[config.mk]
export PLATFORM = sky130hd
export DESIGN_NAME = dma_addr_gen
export DESIGN_NICKNAME = d
export VERILOG_FILES = /design/src/rtl/dag_pkg.sv /design/src/rtl/dag_count.sv /design/src/rtl/dag_addr.sv /design/src/rtl/dag_ctrl.sv /design/src/rtl/dma_addr_gen.sv
export SDC_FILE = /design/constraint.sdc
export NUM_CORES = 1
export LEC_CHECK = 0
export ABC_CLOCK_PERIOD_IN_PS = 13600
export CAP_MARGIN = 20
export CORE_ASPECT_RATIO = 0.5
export CORE_MARGIN = 3
export CORE_UTILIZATION = 35
export CTS_CLUSTER_DIAMETER = 120
export DETAILED_ROUTE_END_ITERATION = 12
export GPL_TIMING_DRIVEN = 0
export PLACE_DENSITY = 0.69
export SLEW_MARGIN = 15
export SYNTH_ARGS = -nofsm -noshare
export SYNTH_HDL_FRONTEND = slang
export SYNTH_HIERARCHICAL = 1
export SYNTH_SLANG_ARGS = --single-unit
[constraint.sdc]
create_clock -name clk -period 13.6 [get_ports clk]
set_input_delay 4.08 -clock clk [delete_from_list [all_inputs] [get_ports clk]]
set_output_delay 4.08 -clock clk [all_outputs]
set_load 0.01 [all_outputs]
[src/rtl/dag_pkg.sv]
package dag_pkg;
    typedef enum logic [1:0] {
        ST_IDLE,
        ST_RUN,
        ST_DONE,
        ST_WAIT_DESC
    } dag_state_e;

    localparam logic [1:0] FLOW_STOP = 2'b00;
endpackage

[src/rtl/dag_count.sv]
module dag_count #(
    parameter int W = 16
) (
    input  logic         clk,
    input  logic         rst_n,
    input  logic         load,
    input  logic [W-1:0] load_val,
    input  logic         reload,
    input  logic         dec,
    output logic [W-1:0] q,
    output logic         is_one,
    output logic         gt_one
);
    localparam logic [W-1:0] ONE = W'(1);

    logic [W-1:0] prog_r;
    logic [W-1:0] eff_val;

    // zero count stands for the largest count
    assign eff_val = (load_val == '0) ? '1 : load_val;

    always_ff @(posedge clk or negedge rst_n) begin
        if (!rst_n) begin
            q      <= '0;
            prog_r <= '0;
        end else if (load) begin
            q      <= eff_val;
            prog_r <= eff_val;
        end else if (reload) begin
            q      <= prog_r;
        end else if (dec) begin
            q      <= q - ONE;
        end
    end

    assign is_one = (q == ONE);
    assign gt_one = (q > ONE);

    assert_count_step_R2: assert property (@(posedge clk) disable iff (!rst_n)
        (dec && !load && !reload) |=> (q == W'($past(q) - ONE)));

    assert_zero_load_R8: assert property (@(posedge clk) disable iff (!rst_n)
        (load && load_val == '0) |=> (q == '1));
endmodule

[src/rtl/dag_addr.sv]
module dag_addr #(
    parameter int AW = 32,
    parameter int MW = 16
) (
    input  logic          clk,
    input  logic          rst_n,
    input  logic          load,
    input  logic [AW-1:0] load_val,
    input  logic [MW-1:0] load_xmod,
    input  logic [MW-1:0] load_ymod,
    input  logic          step_x,
    input  logic          step_y,
    output logic [AW-1:0] addr
);
    localparam int EXT = AW - MW;

    logic [MW-1:0] xmod_r;
    logic [MW-1:0] ymod_r;
    logic [AW-1:0] xext;
    logic [AW-1:0] yext;

    assign xext = {{EXT{xmod_r[MW-1]}}, xmod_r};
    assign yext = {{EXT{ymod_r[MW-1]}}, ymod_r};

    always_ff @(posedge clk or negedge rst_n) begin
        if (!rst_n) begin
            addr   <= '0;
            xmod_r <= '0;
            ymod_r <= '0;
        end else if (load) begin
            addr   <= load_val;
            xmod_r <= load_xmod;
            ymod_r <= load_ymod;
        end else if (step_y) begin
            // row step replaces the last element step
            addr   <= addr + yext;
        end else if (step_x) begin
            addr   <= addr + xext;
        end
    end

    assert_addr_step_R2: assert property (@(posedge clk) disable iff (!rst_n)
        (step_x && !step_y && !load) |=> (addr == $past(addr) + xext));

    assert_addr_excl_R4: assert property (@(posedge clk) disable iff (!rst_n)
        !(step_x && step_y));
endmodule

[src/rtl/dag_ctrl.sv]
module dag_ctrl
    import dag_pkg::*;
(
    input  logic       clk,
    input  logic       rst_n,
    input  logic       load,
    input  logic       cfg_2d,
    input  logic       cfg_irq_en,
    input  logic [1:0] cfg_flow,
    input  logic       elem_done,
    input  logic       x_is_one,
    input  logic       y_gt_one,
    output logic       x_dec,
    output logic       x_reload,
    output logic       y_dec,
    output logic       step_x,
    output logic       step_y,
    output logic       irq,
    output logic       reload_req,
    output dag_state_e state
);
    logic       two_d_r;
    logic       irq_en_r;
    logic [1:0] flow_r;
    logic       fire;
    logic       row_end;
    logic       wrap;
    logic       finish;
    dag_state_e state_nx;

    assign fire    = (state == ST_RUN) && elem_done && !load;
    assign row_end = fire && x_is_one;
    assign wrap    = row_end && two_d_r && y_gt_one;
    assign finish  = row_end && !wrap;

    assign x_dec    = fire && !wrap;
    assign step_x   = fire && !wrap;
    assign x_reload = wrap;
    assign y_dec    = wrap;
    assign step_y   = wrap;

    always_comb begin
        state_nx = state;
        if (load) begin
            state_nx = ST_RUN;
        end else begin
            unique case (state)
                ST_IDLE:      state_nx = ST_IDLE;
                ST_RUN: begin
                    if (finish)
                        state_nx = (flow_r == FLOW_STOP) ? ST_DONE : ST_WAIT_DESC;
                end
                ST_DONE:      state_nx = ST_DONE;
                ST_WAIT_DESC: state_nx = ST_WAIT_DESC;
                default:      state_nx = ST_IDLE;
            endcase
        end
    end

    // state register
    always_ff @(posedge clk or negedge rst_n) begin
        if (!rst_n) begin
            state    <= ST_IDLE;
            two_d_r  <= 1'b0;
            irq_en_r <= 1'b0;
            flow_r   <= FLOW_STOP;
        end else begin
            state <= state_nx;
            if (load) begin
                two_d_r  <= cfg_2d;
                irq_en_r <= cfg_irq_en;
                flow_r   <= cfg_flow;
            end
        end
    end

    // registered pulse outputs
    always_ff @(posedge clk or negedge rst_n) begin
        if (!rst_n) begin
            irq        <= 1'b0;
            reload_req <= 1'b0;
        end else begin
            irq        <= row_end && irq_en_r;
            reload_req <= finish && (flow_r != FLOW_STOP);
        end
    end

    assert_irq_cause_R3: assert property (@(posedge clk) disable iff (!rst_n)
        irq |-> $past(elem_done));

    assert_reload_pulse_R6: assert property (@(posedge clk) disable iff (!rst_n)
        reload_req |=> !reload_req);

    assert_done_hold_R5: assert property (@(posedge clk) disable iff (!rst_n)
        (state == ST_DONE && !load) |=> (state == ST_DONE));
endmodule

[src/rtl/dma_addr_gen.sv]
module dma_addr_gen
    import dag_pkg::*;
#(
    parameter int AW = 32,
    parameter int CW = 16
) (
    input  logic          clk,
    input  logic          rst_n,
    input  logic          load,
    input  logic [AW-1:0] load_addr,
    input  logic [CW-1:0] load_xcnt,
    input  logic [CW-1:0] load_ycnt,
    input  logic [CW-1:0] load_xmod,
    input  logic [CW-1:0] load_ymod,
    input  logic          cfg_2d,
    input  logic          cfg_irq_en,
    input  logic [1:0]    cfg_flow,
    input  logic          elem_done,
    output logic [AW-1:0] cur_addr,
    output logic [CW-1:0] cur_xcnt,
    output logic [CW-1:0] cur_ycnt,
    output logic          running,
    output logic          done,
    output logic          irq,
    output logic          reload_req
);
    logic       x_dec, x_reload, y_dec, step_x, step_y;
    logic       x_is_one, x_gt_one, y_is_one, y_gt_one;
    dag_state_e state;

    dag_ctrl u_ctrl (
        .clk        (clk),
        .rst_n      (rst_n),
        .load       (load),
        .cfg_2d     (cfg_2d),
        .cfg_irq_en (cfg_irq_en),
        .cfg_flow   (cfg_flow),
        .elem_done  (elem_done),
        .x_is_one   (x_is_one),
        .y_gt_one   (y_gt_one),
        .x_dec      (x_dec),
        .x_reload   (x_reload),
        .y_dec      (y_dec),
        .step_x     (step_x),
        .step_y     (step_y),
        .irq        (irq),
        .reload_req (reload_req),
        .state      (state)
    );

    dag_count #(.W(CW)) u_xcnt (
        .clk      (clk),
        .rst_n    (rst_n),
        .load     (load),
        .load_val (load_xcnt),
        .reload   (x_reload),
        .dec      (x_dec),
        .q        (cur_xcnt),
        .is_one   (x_is_one),
        .gt_one   (x_gt_one)
    );

    dag_count #(.W(CW)) u_ycnt (
        .clk      (clk),
        .rst_n    (rst_n),
        .load     (load),
        .load_val (load_ycnt),
        .reload   (1'b0),
        .dec      (y_dec),
        .q        (cur_ycnt),
        .is_one   (y_is_one),
        .gt_one   (y_gt_one)
    );

    dag_addr #(.AW(AW), .MW(CW)) u_addr (
        .clk       (clk),
        .rst_n     (rst_n),
        .load      (load),
        .load_val  (load_addr),
        .load_xmod (load_xmod),
        .load_ymod (load_ymod),
        .step_x    (step_x),
        .step_y    (step_y),
        .addr      (cur_addr)
    );

    assign running = (state == ST_RUN);
    assign done    = (state == ST_DONE);

    assert_load_run_R1: assert property (@(posedge clk) disable iff (!rst_n)
        load |=> (running && !done && cur_addr == $past(load_addr)));

    assert_idle_ignore_R7: assert property (@(posedge clk) disable iff (!rst_n)
        (!running && !load) |=> ($stable(cur_addr) && $stable(cur_xcnt) && $stable(cur_ycnt)));

    assert_flags_excl_R5: assert property (@(posedge clk) disable iff (!rst_n)
        !(running && done));
endmodule

# == Word-level counts from Yosys, hierarchy flattened ==
# Index checks and enable logic that the tools add are counted.
# Widths: inputs -> output; s select.
# op_classes
reduce_logical,18
order_cmp,1
eq_ne,5
n_mux,14
addsub,4
# op_table
op,n
$mux 16,7
$mux 32,3
$add 32x32->32,2
$logic_not 16->1,2
$sub 16x1->16 const B,2
$eq 16x1->1 const B,1
$gt 16x1->1 const B,1
$logic_and 1x1->1,9
$pmux 2 s4,1
$eq 2x2->1 const B,2
$logic_not 2->1,2
$mux 2,2
$reduce_bool 2->1,2
$ne 3x2->1 const B,1
$reduce_bool 3->1,1
$eq 2x1->1 const B,1
$logic_not 1->1,2
$mux 1,1
# totals
out_inout_bits,68
word_cells,54
ff_bits,120
in_bits,104

# == Longest topological paths before layout ==
# logic_depth
word_depth,11
mapped_depth,17
ltp_nobuf,16

# == Modules after synthesis ==
# Netlist, hierarchy kept.
# modules_own_cells
mod,area_each_um2,instances,cells_each
dag_addr,4674.5,1,501
dag_count at u_ycnt,1835.5,1,210
dag_count at u_xcnt,1790.5,1,202
dag_ctrl,356.6,1,28
dma_addr_gen,18.8,1,3

# == Worst setup path before layout ==
# No wires, ideal clock.
# synth_path
path_type,input port to flip-flop
start,input load
end,register u_addr.addr[31]
t_arrival_ns,7.592
path_stages,14
required_ns,13.467
slack_ns,5.875
cell_sequence,buf_6 -> and4bb_2 -> and4_2 -> clkbuf_1 -> buf_1 -> mux2_2 -> ha_1 -> and4_1 -> a221o_1 -> a22o_1 -> o21ai_2 -> nor3_1 -> a2111oi_2 -> a31oi_1
# synth_between
elab_chain_cells,8
word_cells_on_any_way,10
# synth_lines
element,line_no,source
"start, declared",dma_addr_gen.sv:9,"input logic load,"
$logic_not 1->1 *,dag_ctrl.sv:31,assign fire = (state == ST_RUN) && elem_done && !load;
$logic_and 1x1->1 *,dag_ctrl.sv:31,
$logic_and 1x1->1 *,dag_ctrl.sv:32,assign row_end = fire && x_is_one;
$logic_and 1x1->1 * (2 in series),dag_ctrl.sv:33,assign wrap = row_end && two_d_r && y_gt_one;
named net step_y,dma_addr_gen.sv:27,"logic x_dec, x_reload, y_dec, step_x, step_y;"
$logic_not 1->1,dag_ctrl.sv:37,assign step_x = fire && !wrap;
$logic_and 1x1->1,dag_ctrl.sv:37,
$reduce_bool 3->1 (no line),--,
"end signal, assigned",dag_addr.sv:31,addr <= load_val;
"end signal, assigned",dag_addr.sv:36,addr <= addr + yext;
"end signal, assigned",dag_addr.sv:38,addr <= addr + xext;
"end, declared",dag_addr.sv:13,output logic [AW-1:0] addr
# Mark *: on every way through the listed nets, which the timed path passes. The rest lies on a longest branch.
# A chain may end at the register's enable or synchronous reset.

# == Final worst setup path ==
# layout_path
start,input load
end,register u_addr.addr[28]
# Same word-level chain as after synthesis.

==> impl_metrics.yaml <==
sta:
  tightest_slew_ns: 1.01
  relSlewSlack_pct: 32.7
  worst_slack_ns: 4.41
  rsz0062_at_grt: "false"
  finalSetupViolations: 0
  slew_violations: 0
  fmax_mhz: 109
  post-route-min-period_ns: 9.19
  hold_viol: 0
  tns_ns: 0
  post-route-period-util_pct: 67.6
  finClkSkew_ns: 0.0131
routing:
  finalWirelength_mm: 27.4
  via_count: 8132
  antenna_left: 0
  wire_per_inst_um: 18.5
  first_pass_iters: 7
  drc: 0
  viasPerCell: 5.47
  drtIter0Drc: 757
global_routing:
  overflow: 0
  grt.total_usage_pct: 20.1
  grt_pass1_vias: 8089
  grt_pass1_wl_mm: 43.1
  antenna_found_initial: 2
  grt_max_degree: 87
clock_tree:
  clock-root-buffer: "clkbuf_16"
  cts.sink_count: 136
  insertion_delay_ns: 0.43
  postCtsSetupRepairBufs: 0
  ctsHtreeMaxLevel: 4
  cts_tree: "done"
  cts_buffers: 17
  holdBufCountCts: 0
  cts_buffer_depth: 2
  clk_pin_slew_worst_paths_ns: 0.06
  cts_resized: 0
setup_path:
  cp.arrival_ns: 9.45
  cp-end-kind: "register"
  crit_fanout: 14
  cp-start-kind: "primary input"
  crit_type: "in -> reg"
  worst_ep_required_time_ns: 13.86
layout:
  drive_above_1_share_pct: 11.5
  fin_util_pct: 47.5
  fin_area_um2: 11500
  synthToLayoutAreaGrowth_pct: 32.6
  fin_nets: 1275
pwr:
  power_density_nw_per_um2: 128
  p_int_w: 0.000994
  net-switching-power_w: 0.000473
  pwr-share-seq_pct: 33.6
  comb_power_share_pct: 31.4
  ir_drop_uv: 91.6
  swShare_pct: 32.2
  power.leakage_nw: 4.71
  clkPwrFrac_pct: 35.1
place:
  port_buffers: 171
  pre_cts_ws_ns: 4.11
  hpwlAfterDp_mm: 20.2
  gp_congestion: 0.913
  placed_area_um2: 10800
logic_synthesis:
  synth_area_um2: 8660
  syn_inst: 942
  synth-warning-count: 6
  syn_avg_cell_area_um2: 9.20
floorplanning:
  dieArea_um2: 26800
  fp-row-count: 40
  io_pins: 172
  floorplan.initialDensity_pct: 35.8
  coreArea_um2: 24200
  die_x_um: 229
  die_y_um: 117
flow_run:
  cap_violations: 0
worst_hold_path:
  hold_class: "reg -> reg"
run_status:
  status: "finished, final reports clean"
cells in the final DEF, fill, tap and decap left out, types with 9 or more instances in the layout:
cell type	count
a21o_1	23
a21oi_1	75
a221oi_1	9
clkbuf_1	41
clkbuf_16	17
clkdlybuf4s50_1	170
dfrtp_1	136
ha_1	35
inv_1	31
mux2_2	60
mux2i_1	11
nand2_1	81
nand3_1	17
nand4_1	10
nor2_1	94
nor2b_1	9
nor3_1	20
nor4_1	14
o21a_1	9
o21ai_0	62
xnor2_1	25
xor2_1	17
critical path: stages:
cell	delay, ns
clkdlybuf4s50_1	0.82
buf_6	0.33
and4bb_2	0.35
and4_2	0.32
clkbuf_1	0.43
buf_1	0.54
mux2_2	0.42
ha_1	0.35
and3_1	0.22
a221oi_2	0.10
a21oi_2	0.25
o2111ai_2	0.23
o41ai_2	0.53
o221ai_1	0.23
xor2_1	0.17
a21oi_1	0.08
power by group through the flow:
stage,sequential (W),combinational [W],clock (W)
floorplan,0.000499,0.000276,0
global placement,0.000497,0.000442,0
detailed placement,0.000499,0.000450,0
CTS,0.000492,0.000454,0.000525
global route,0.000499,0.000501,0.000543
finish,0.000492,0.000460,0.000514
stage by stage:
step	power [W]	hold WS (ns)	cells
after global placement	0.000939	0.460	1451
after global routing	0.00154	0.496	1486
final	0.00147	0.476	1486
after floorplan	0.000775	0.449	944
after CTS	0.00147	0.480	1484
after detailed placement	0.000949	0.465	1452
area by class of cell:
class	instances	area, µm²
Buffer	57	248
Antenna cell	2	5.00
Multi-Input combinational cell	719	4900
Sequential cell	136	3400
Clock buffer	21	450
Inverter	32	120
Tap cell	336	420
Timing Repair Buffer	172	1740
Clock inverter	11	196
Fill cell	2234	12700
flip-flops by register name, summed over array words and instances (netlist names), 16 cells and up:
signal and count:
u_addr/addr 32, u_addr/xmod_r 16, u_addr/ymod_r 16, u_xcnt/prog_r 16, u_xcnt/q 16, u_ycnt/prog_r 16, u_ycnt/q 16
layer usage:
layer | track usage (%) | vias up | share of wire [%]
li1 | - | 3829 | -
met3 | 3.89 | 57 | 5.7
met1 | 24.9 | 3943 | 43
met5 | 0 | - | 0
met2 | 35.9 | 303 | 49
met4 | 7.14 | 0 | 2.8
path summary, 6_finish.rpt:
path                                        start                 to  slack (ns)  depth (start not counted)
worst max-delay path                         load    u_addr/addr[28]        4.41                         16
worst min-delay path            u_ycnt/prog_r[10]  u_ycnt/prog_r[10]        0.48                          1
worst max register to register       u_ycnt/q[10]    u_addr/addr[28]        7.78                         17
worst min register to register  u_ycnt/prog_r[10]  u_ycnt/prog_r[10]        0.48                          1
max in group asynchronous                   rst_n  u_addr/ymod_r[13]        9.26                          2
min in group asynchronous                   rst_n        u_xcnt/q[7]        3.56                          1
No activity file was read; power rests on OpenSTA's default activity.
